File: config.mk
export PLATFORM = sky130hd
export DESIGN_NAME = trip_voter
export DESIGN_NICKNAME = d
export VERILOG_FILES = /design/src/rtl/trip_pkg.sv /design/src/rtl/trip_channel.sv /design/src/rtl/valve_watch.sv /design/src/rtl/proof_sched.sv /design/src/rtl/trip_voter.sv
export SDC_FILE = /design/constraint.sdc
export NUM_CORES = 1
export LEC_CHECK = 0
export ABC_AREA = 1
export ABC_CLOCK_PERIOD_IN_PS = 1200
export BUFFER_PORTS_ARGS = -buffer_cell sky130_fd_sc_hd__buf_2
export CORE_AREA = 2 2 82 84
export DETAILED_ROUTE_END_ITERATION = 6
export DIE_AREA = 0 0 84 86
export GPL_TIMING_DRIVEN = 0
export PLACE_DENSITY = 0.81
export SLEW_MARGIN = 0
export SYNTH_ARGS = -nofsm -noshare
export SYNTH_HDL_FRONTEND = slang
export SYNTH_SLANG_ARGS = --single-unit
File: constraint.sdc
create_clock -name clk -period 1.2 [get_ports clk]
set_input_delay 0.12 -clock clk [delete_from_list [all_inputs] [get_ports clk]]
set_output_delay 0.12 -clock clk [all_outputs]
set_load 0.01 [all_outputs]
File: src/rtl/trip_pkg.sv
package trip_pkg;
    typedef enum logic [1:0] {
        ST_HEALTHY = 2'b00,
        ST_DEMAND  = 2'b01,
        ST_DANGER  = 2'b10,
        ST_LOST    = 2'b11
    } chan_state_t;
endpackage

File: src/rtl/trip_channel.sv
module trip_channel #(
    parameter int DW = 8,
    parameter int TW = 8
) (
    input  logic          clk,
    input  logic          rst_n,
    input  logic          stb,
    input  logic [DW-1:0] data,
    input  logic [TW-1:0] limit,
    output logic [DW-1:0] value,
    output logic          lost
);
    typedef struct packed {
        logic [DW-1:0] held;
        logic          lost;
        logic [TW-1:0] age;
    } chan_regs_t;

    chan_regs_t st_d, st_q;
    logic expire;

    always_comb begin
        st_d   = st_q;
        expire = (st_q.age == limit);
        if (expire) begin
            st_d.held = '1;
            st_d.lost = 1'b1;
            st_d.age  = '0;
        end else if (stb) begin
            st_d.held = data;
            st_d.lost = 1'b0;
            st_d.age  = '0;
        end else begin
            st_d.age  = st_q.age + 1'b1;
        end
    end

    always_ff @(posedge clk or negedge rst_n) begin
        if (!rst_n) st_q <= '0;
        else        st_q <= st_d;
    end

    assign value = st_q.held;
    assign lost  = st_q.lost;

    assert_accept_R2: assert property (@(posedge clk) disable iff (!rst_n)
        (stb && st_q.age != limit) |=> (!st_q.lost && st_q.held == $past(data)));
    assert_expire_R3: assert property (@(posedge clk) disable iff (!rst_n)
        (st_q.age == limit) |=> (st_q.lost && st_q.held == '1 && st_q.age == '0));
    assert_late_ignored_R4: assert property (@(posedge clk) disable iff (!rst_n)
        (stb && st_q.age == limit) |=> st_q.lost);
endmodule

File: src/rtl/valve_watch.sv
module valve_watch #(
    parameter int WAIT = 4
) (
    input  logic clk,
    input  logic rst_n,
    input  logic cmd,
    input  logic closed,
    input  logic clr,
    output logic fault
);
    localparam int WCW = $clog2(WAIT + 1);

    typedef struct packed {
        logic [WCW-1:0] cnt;
        logic           fault;
    } vw_regs_t;

    vw_regs_t st_d, st_q;
    logic open_cmd, limit_hit;

    always_comb begin
        st_d      = st_q;
        open_cmd  = cmd && !closed;
        limit_hit = open_cmd && (st_q.cnt == WCW'(WAIT - 1));
        if (!open_cmd)      st_d.cnt = '0;
        else if (!limit_hit) st_d.cnt = st_q.cnt + 1'b1;
        if (clr)            st_d.fault = 1'b0;
        else if (limit_hit) st_d.fault = 1'b1;
    end

    always_ff @(posedge clk or negedge rst_n) begin
        if (!rst_n) st_q <= '0;
        else        st_q <= st_d;
    end

    assign fault = st_q.fault;

    assert_fault_sets_R9: assert property (@(posedge clk) disable iff (!rst_n)
        (cmd && !closed && st_q.cnt == WCW'(WAIT - 1) && !clr) |=> fault);
    assert_fault_clears_R9: assert property (@(posedge clk) disable iff (!rst_n)
        clr |=> !fault);
endmodule

File: src/rtl/proof_sched.sv
module proof_sched #(
    parameter int PERIOD = 64,
    parameter int WAIT   = 4
) (
    input  logic clk,
    input  logic rst_n,
    input  logic hold,
    output logic testing
);
    localparam int PCW = $clog2(PERIOD + 1);
    localparam int TCW = $clog2(WAIT + 1);

    typedef struct packed {
        logic [PCW-1:0] pcnt;
        logic [TCW-1:0] tcnt;
        logic           on;
    } ps_regs_t;

    ps_regs_t st_d, st_q;

    always_comb begin
        st_d = st_q;
        if (st_q.on) begin
            if (st_q.tcnt == TCW'(WAIT - 1)) begin
                st_d.on   = 1'b0;
                st_d.tcnt = '0;
            end else begin
                st_d.tcnt = st_q.tcnt + 1'b1;
            end
        end
        if (hold || st_q.on) begin
            st_d.pcnt = '0;
        end else if (st_q.pcnt == PCW'(PERIOD - 1)) begin
            st_d.pcnt = '0;
            st_d.on   = 1'b1;
            st_d.tcnt = '0;
        end else begin
            st_d.pcnt = st_q.pcnt + 1'b1;
        end
    end

    always_ff @(posedge clk or negedge rst_n) begin
        if (!rst_n) st_q <= '0;
        else        st_q <= st_d;
    end

    assign testing = st_q.on;

    assert_no_start_in_trip_R8: assert property (@(posedge clk) disable iff (!rst_n)
        (hold && !st_q.on) |=> !st_q.on);
endmodule

File: src/rtl/trip_voter.sv
module trip_voter
    import trip_pkg::*;
#(
    parameter int DW     = 8,
    parameter int TW     = 8,
    parameter int WAIT   = 4,
    parameter int PERIOD = 64
) (
    input  logic                clk,
    input  logic                rst_n,
    input  logic [1:0]          smp_stb,
    input  logic [1:0][DW-1:0]  smp_data,
    input  logic [DW-1:0]       trip_level,
    input  logic [TW-1:0]       wd_limit,
    input  logic                trip_reset,
    input  logic [1:0]          valve_closed,
    output logic [1:0]          valve_close_cmd,
    output logic                trip_active,
    output logic [1:0]          valve_fault,
    output logic [1:0][1:0]     ch_state,
    output logic                shutdown_ok
);
    localparam int NCH = 2;

    typedef struct packed {
        logic trip;
    } vote_regs_t;

    vote_regs_t st_d, st_q;

    logic [NCH-1:0][DW-1:0] held;
    logic [NCH-1:0]         lost;
    logic [NCH-1:0]         demand;
    logic [NCH-1:0]         vfault;
    logic                   testing;
    logic                   close_all;

    for (genvar i = 0; i < NCH; i++) begin : g_chan
        trip_channel #(.DW(DW), .TW(TW)) u_chan (
            .clk   (clk),
            .rst_n (rst_n),
            .stb   (smp_stb[i]),
            .data  (smp_data[i]),
            .limit (wd_limit),
            .value (held[i]),
            .lost  (lost[i])
        );
        assign demand[i] = (held[i] >= trip_level);

        valve_watch #(.WAIT(WAIT)) u_valve (
            .clk    (clk),
            .rst_n  (rst_n),
            .cmd    (close_all),
            .closed (valve_closed[i]),
            .clr    (trip_reset),
            .fault  (vfault[i])
        );
    end

    proof_sched #(.PERIOD(PERIOD), .WAIT(WAIT)) u_sched (
        .clk     (clk),
        .rst_n   (rst_n),
        .hold    (st_q.trip),
        .testing (testing)
    );

    always_comb begin
        st_d = st_q;
        if (|demand)         st_d.trip = 1'b1;
        else if (trip_reset) st_d.trip = 1'b0;
    end

    always_ff @(posedge clk or negedge rst_n) begin
        if (!rst_n) st_q <= '0;
        else        st_q <= st_d;
    end

    always_comb begin
        for (int i = 0; i < NCH; i++) begin
            if (lost[i])        ch_state[i] = ST_LOST;
            else if (vfault[i]) ch_state[i] = ST_DANGER;
            else if (demand[i]) ch_state[i] = ST_DEMAND;
            else                ch_state[i] = ST_HEALTHY;
        end
    end

    assign close_all       = st_q.trip | testing;
    assign valve_close_cmd = {NCH{close_all}};
    assign trip_active     = st_q.trip;
    assign valve_fault     = vfault;
    assign shutdown_ok     = st_q.trip & (|valve_closed);

    assert_vote_R5: assert property (@(posedge clk) disable iff (!rst_n)
        (|demand) |=> trip_active);
    assert_sticky_R7: assert property (@(posedge clk) disable iff (!rst_n)
        (trip_active && !trip_reset) |=> trip_active);
    assert_close_on_trip_R6: assert property (@(posedge clk) disable iff (!rst_n)
        trip_active |-> (valve_close_cmd == 2'b11));
    assert_shutdown_R11: assert property (@(posedge clk) disable iff (!rst_n)
        shutdown_ok |-> (trip_active && valve_closed != 2'b00));
endmodule

# Word-level counts from Yosys, hierarchy flattened

Cells that the tools add are included.

Add/sub/neg operators: 6
Order comparisons: 2
Equal/unequal tests: 8
Muxes and demuxes: 29
Bitwise gates (word level): 2
Reductions and logical operators: 14

Operators by type and width:

| cell                | number |
|---|---|
| $mux 17             | 2 |
| $mux 9              | 2 |
| $add 8x1->8 const B | 2 |
| $eq 8x8->1          | 2 |
| $ge 8x8->1          | 2 |
| $mux 8              | 2 |
| $mux 3              | 5 |
| $mux 7              | 2 |
| $mux 4              | 3 |
| $reduce_bool 2->1   | 5 |
| $add 3x1->3 const B | 3 |
| $eq 3x2->1 const B  | 3 |
| $mux 1              | 9 |
| $mux 2              | 4 |
| $add 7x1->7 const B | 1 |
| $eq 7x6->1 const B  | 1 |
| $logic_and 1x1->1   | 4 |
| $ne 2x2->1 const B  | 2 |
| $reduce_or 2->1     | 2 |
| $logic_not 1->1     | 2 |
| $and 1x1->1         | 1 |
| $logic_or 1x1->1    | 1 |
| $or 1x1->1          | 1 |

Bits in registers: 54

# Logic depth before layout (Yosys ltp)

Word-level depth: 5
Mapped depth: 11
Mapped depth without buffers: 11

# Cells and area by module

Synthesis repeated with hierarchy kept, for this count alone.

Cell total of the unflattened synthesis: 466
Area total of the unflattened synthesis: 3469.6 µm²

Modules (own cells, without submodules):

| module       | instances | cells each | area an instance (µm²) |
|---|---|---|---|
| trip_channel | 2         | 136        | 1001.0 |
| proof_sched  | 1         | 64         | 549.3 |
| trip_voter   | 1         | 84         | 518.0 |
| valve_watch  | 2         | 23         | 200.2 |

# Worst setup path before layout

No wires, ideal clock.

Kind: register -> output
From: reg g_chan[1].u_chan.st_q (netlist bit g_chan[1].u_chan.value[5])
To: out ch_state[2] (netlist bit)
Data arrival time: 1.141 ns
Required time: 1.080 ns
Setup slack: -0.061 ns
Cell stages (with the launch flop): 8
Buffers on the path: 0
Cell sequence: dfrtp_1 -> ha_1 -> a21oi_1 -> nor2_1 -> nor3_1 -> nand2_1 -> nand2_1 -> nand2_1

RTL lines:

| element                | RTL line           | text |
|---|---|---|
| from (decl)            | trip_channel.sv:19 | `chan_regs_t st_d, st_q;` |
| from (signal assigned) | trip_channel.sv:40 | `else st_q <= st_d;` |
| to (decl)              | trip_voter.sv:20   | `output logic [1:0][1:0] ch_state,` |

==> flow_metrics.py <==
metrics = {
    "clock_network": {
        "path_clk_slew_ns": 0.10,
        "tritoncts": "yes",
        "cts-root-buf": "clkbuf_8",
        "numCtsBuffers": 5,
        "cts_buffer_depth": 2,
        "htreeDepth": 2,
        "cts.sinks": 54,
        "clock_insertion_delay_worst_skew_ns": 0.32,
    },
    "run_status": {
        "outcome": "finished with violations",
        "violations": "DRC, setup timing",
    },
    "route": {
        "route.detailed.drc": 8,
        "drt_wl_total_um": 8900,
        "firstDrtPassIters": 7,
        "num_vias": 3109,
        "wl_per_cell_um": 15.0,
        "drt_iter0_markers": 230,
        "vias_per_cell": 5.23,
        "ant_nets": 0,
    },
    "grt": {
        "grt_pass1_vias": 2986,
        "antenna_found_initial": 0,
        "grt_pass1_wl_um": 12400,
        "grt_max_degree": 55,
        "grt_overflow_total": 0,
        "grtUsageTotal_pct": 20.9,
    },
    "sta": {
        "post-route-min-period_ns": 1.80,
        "worst-slew-pin-transition_ns": 1.20,
        "setup_ws_ns": -0.600,
        "hold_ws_ns": 0.0251,
        "finalHoldViolCount": 0,
        "finalCritPeriodShare_pct": 150,
        "fmax_ghz": 0.556,
        "clock_skew_ns": 0.00665,
        "rsz0062_at_grt": "true",
        "setup_tns_ns": -7.20,
        "slew_viol_final": 0,
        "slew_headroom_pct": 20.2,
        "finalSetupViolations": 45,
    },
    "worst_setup_path": {
        "crit_path_end_kind": "output port",
        "crit_family": "simple AND/OR/NAND/NOR gates",
        "cp.arrival_ns": 1.68,
        "worst-path-max-fanout": 2,
        "crit_chain": "ha_4 -> nand2_2 -> nand3_2 -> nand2_1 -> nand2_1 -> nand2_1 -> nand2_2 -> nand2_2 -> nand2_2 -> buf_6",
        "cp_common_cell": "nand2_2",
        "slowest_stage": "dfrtp_1",
        "startpoint_type": "flip-flop",
        "r2r_slack_ns": -0.30,
        "critPathBufInv": 1,
        "worst_ep_required_time_ns": 1.08,
        "path_class": "reg -> out",
        "cpPeakStageDelay_ns": 0.43,
    },
    "synth": {
        "synth_cell_types": 24,
        "ys_seq_elements": 54,
        "synth_area_per_cell_um2": 7.52,
        "synth_top_area_share_pct": 42.8,
        "syn-num-nets": 483,
        "synth-warning-count": 0,
        "seq_area_frac_synth_pct": 42.8,
        "synth_top_area_cell": "dfrtp_1",
        "synthTopCellsByArea": "dfrtp_1, nand2_1, ha_1, inv_1, nor2_1",
        "syn_inst": 420,
        "netlist_area_um2": 3160,
    },
    "worst_hold_path": {
        "hold_path.class": "in -> reg",
    },
    "power_and_ir_drop": {
        "worst_ir_drop_vdd_v": 0.000979,
        "p_per_area_nw_per_um2": 995,
        "p_leak_nw": 2.25,
    },
    "cells_and_area": {
        "final_area_um2": 4430,
        "final_layout_size_suffix_gt1_share_pct": 40.2,
        "antennaDiodeCount": 0,
        "final_util_pct": 70.5,
        "fin_nets": 580,
        "area_growth_pct": 40.2,
    },
    "flow_run": {
        "maxCapViolCount": 0,
    },
    "floorplan": {
        "die_w_um": 84,
        "start_util_pct": 50.3,
        "dieArea_um2": 7220,
        "die_h_um": 86,
        "rows": 29,
        "io_pins": 49,
        "core_um2": 6280,
    },
    "placed_design": {
        "placed_cell_area_um2": 3500,
        "port_buffers": 46,
        "hpwl_um": 4890,
        "gp_congestion": 0.825,
    },
}
[layout by cell type (no fill, tap or decap), types with 11 or more instances in the layout]
cell type,synthesis,routed
buf_2,4,46
buf_4,4,38
buf_6,0,11
dfrtp_1,54,53
inv_1,69,57
inv_2,2,14
nand2_1,103,87
nand2_2,0,14
nand3_1,32,21
nor2_1,64,48
nor2_2,1,12
o21ai_2,0,11
[report_power, final]
group | switching, mW | internal, mW
sequential | 0.107 | 1.94
clock | 0.623 | 0.468
combinational | 0.657 | 0.612
total | 1.39 | 3.02
[final timing paths]
path                                                              end  cells past startpoint                             startpoint
max in group asynchronous                   u_sched.testing$_DFF_PN0_                      1                                  rst_n
min in group asynchronous       g_chan[0].u_valve.st_q[3]$_DFFE_PN0P_                      1                                  rst_n
worst max register to register                trip_active$_DFFE_PN0P_                      9  g_chan[1].u_chan.value[6]$_DFFE_PN0P_
worst max-delay path                                      ch_state[0]                     10  g_chan[0].u_chan.value[1]$_DFFE_PN0P_
worst min register to register      g_chan[0].u_chan.lost$_DFFE_PN0P_                      2      g_chan[0].u_chan.lost$_DFFE_PN0P_
worst min-delay path            g_chan[1].u_chan.value[7]$_DFFE_PN0P_                      3                           smp_data[15]
[cell usage after synthesis (all sizes together)]
master  number
nand2      103
xnor2        1
ha          24
o21ai       19
nor3         4
clkinv       2
nand4        1
nor3b        1
o21a         1
a31oi        2
nor2        69
buf          8
xor2         8
nand3       34
a21oi       14
inv         71
or2          3
nand3b       1
dfrtp       54
[cells by family (layout without fill, tap and decap cells)]
family                   Yosys count  in the layout  share of synthesized area (%)
AO/OA/AOI/OAI                     36             36                           5.86
XOR/XNOR                           9              9                           2.50
adder cells (fa/ha/maj)           24             24                           9.51
buffers and inverters             81            177                           10.3
flip-flops                        54             54                           42.8
AND/OR/NAND/NOR                  216            218                           29.1
[per-layer routing]
layer | track usage (%) | wire length [um] | vias up
li1 | - | - | 1493
met1 | 23.9 | 3540 | 1469
met2 | 39.5 | 4680 | 116
met3 | 2.79 | 366 | 31
met4 | 8.50 | 307 | 0
met5 | 0 | 0 | -
[layout make-up]
class,count,area [um2]
plain buffers,8,57.6
clock buffers,7,86.3
clock inverters,1,5.00
fillers,436,1850
inverters,73,274
multi-input cells,287,1960
flip-flops and latches,54,1350
well taps,77,96.3
repair buffers,88,592
[state kept, by name (all words and copies together), names as in the netlist]
name,count
u_sched.testing,1
g_chan.u_chan.value,16
trip_active,1
g_chan.u_valve.fault,2
g_chan.u_chan.lost,2
u_sched.st_q,10
g_chan.u_valve.st_q,6
g_chan.u_chan.st_q,16
[through the flow]
| stage | std cells | setup WS (ns) | power (mW) |
|---|---|---|---|
| global placement | 543 | -0.222 | 2.79 |
| floorplan | 420 | -0.0387 | 2.56 |
| CTS | 575 | -0.587 | 4.11 |
| global route | 595 | -0.653 | 4.60 |
| finish | 595 | -0.600 | 4.40 |
| detailed placement | 543 | -0.269 | 2.84 |
[repair_timing]
item	4_1_cts	5_1_grt
hold buffers	1	0
endpoints found under the hold margin	2	0
gates cloned	1	1
pin swaps	27	38
setup buffers	23	19
endpoints found under the setup margin	49	53
resized for setup	56	76
[worst min-delay path, stage by stage]
cell	delay (ns)
buf_2	0.08
nand2_1	0.06
nand3_2	0.06
Note: power is estimated with default switching activity, not from simulation.
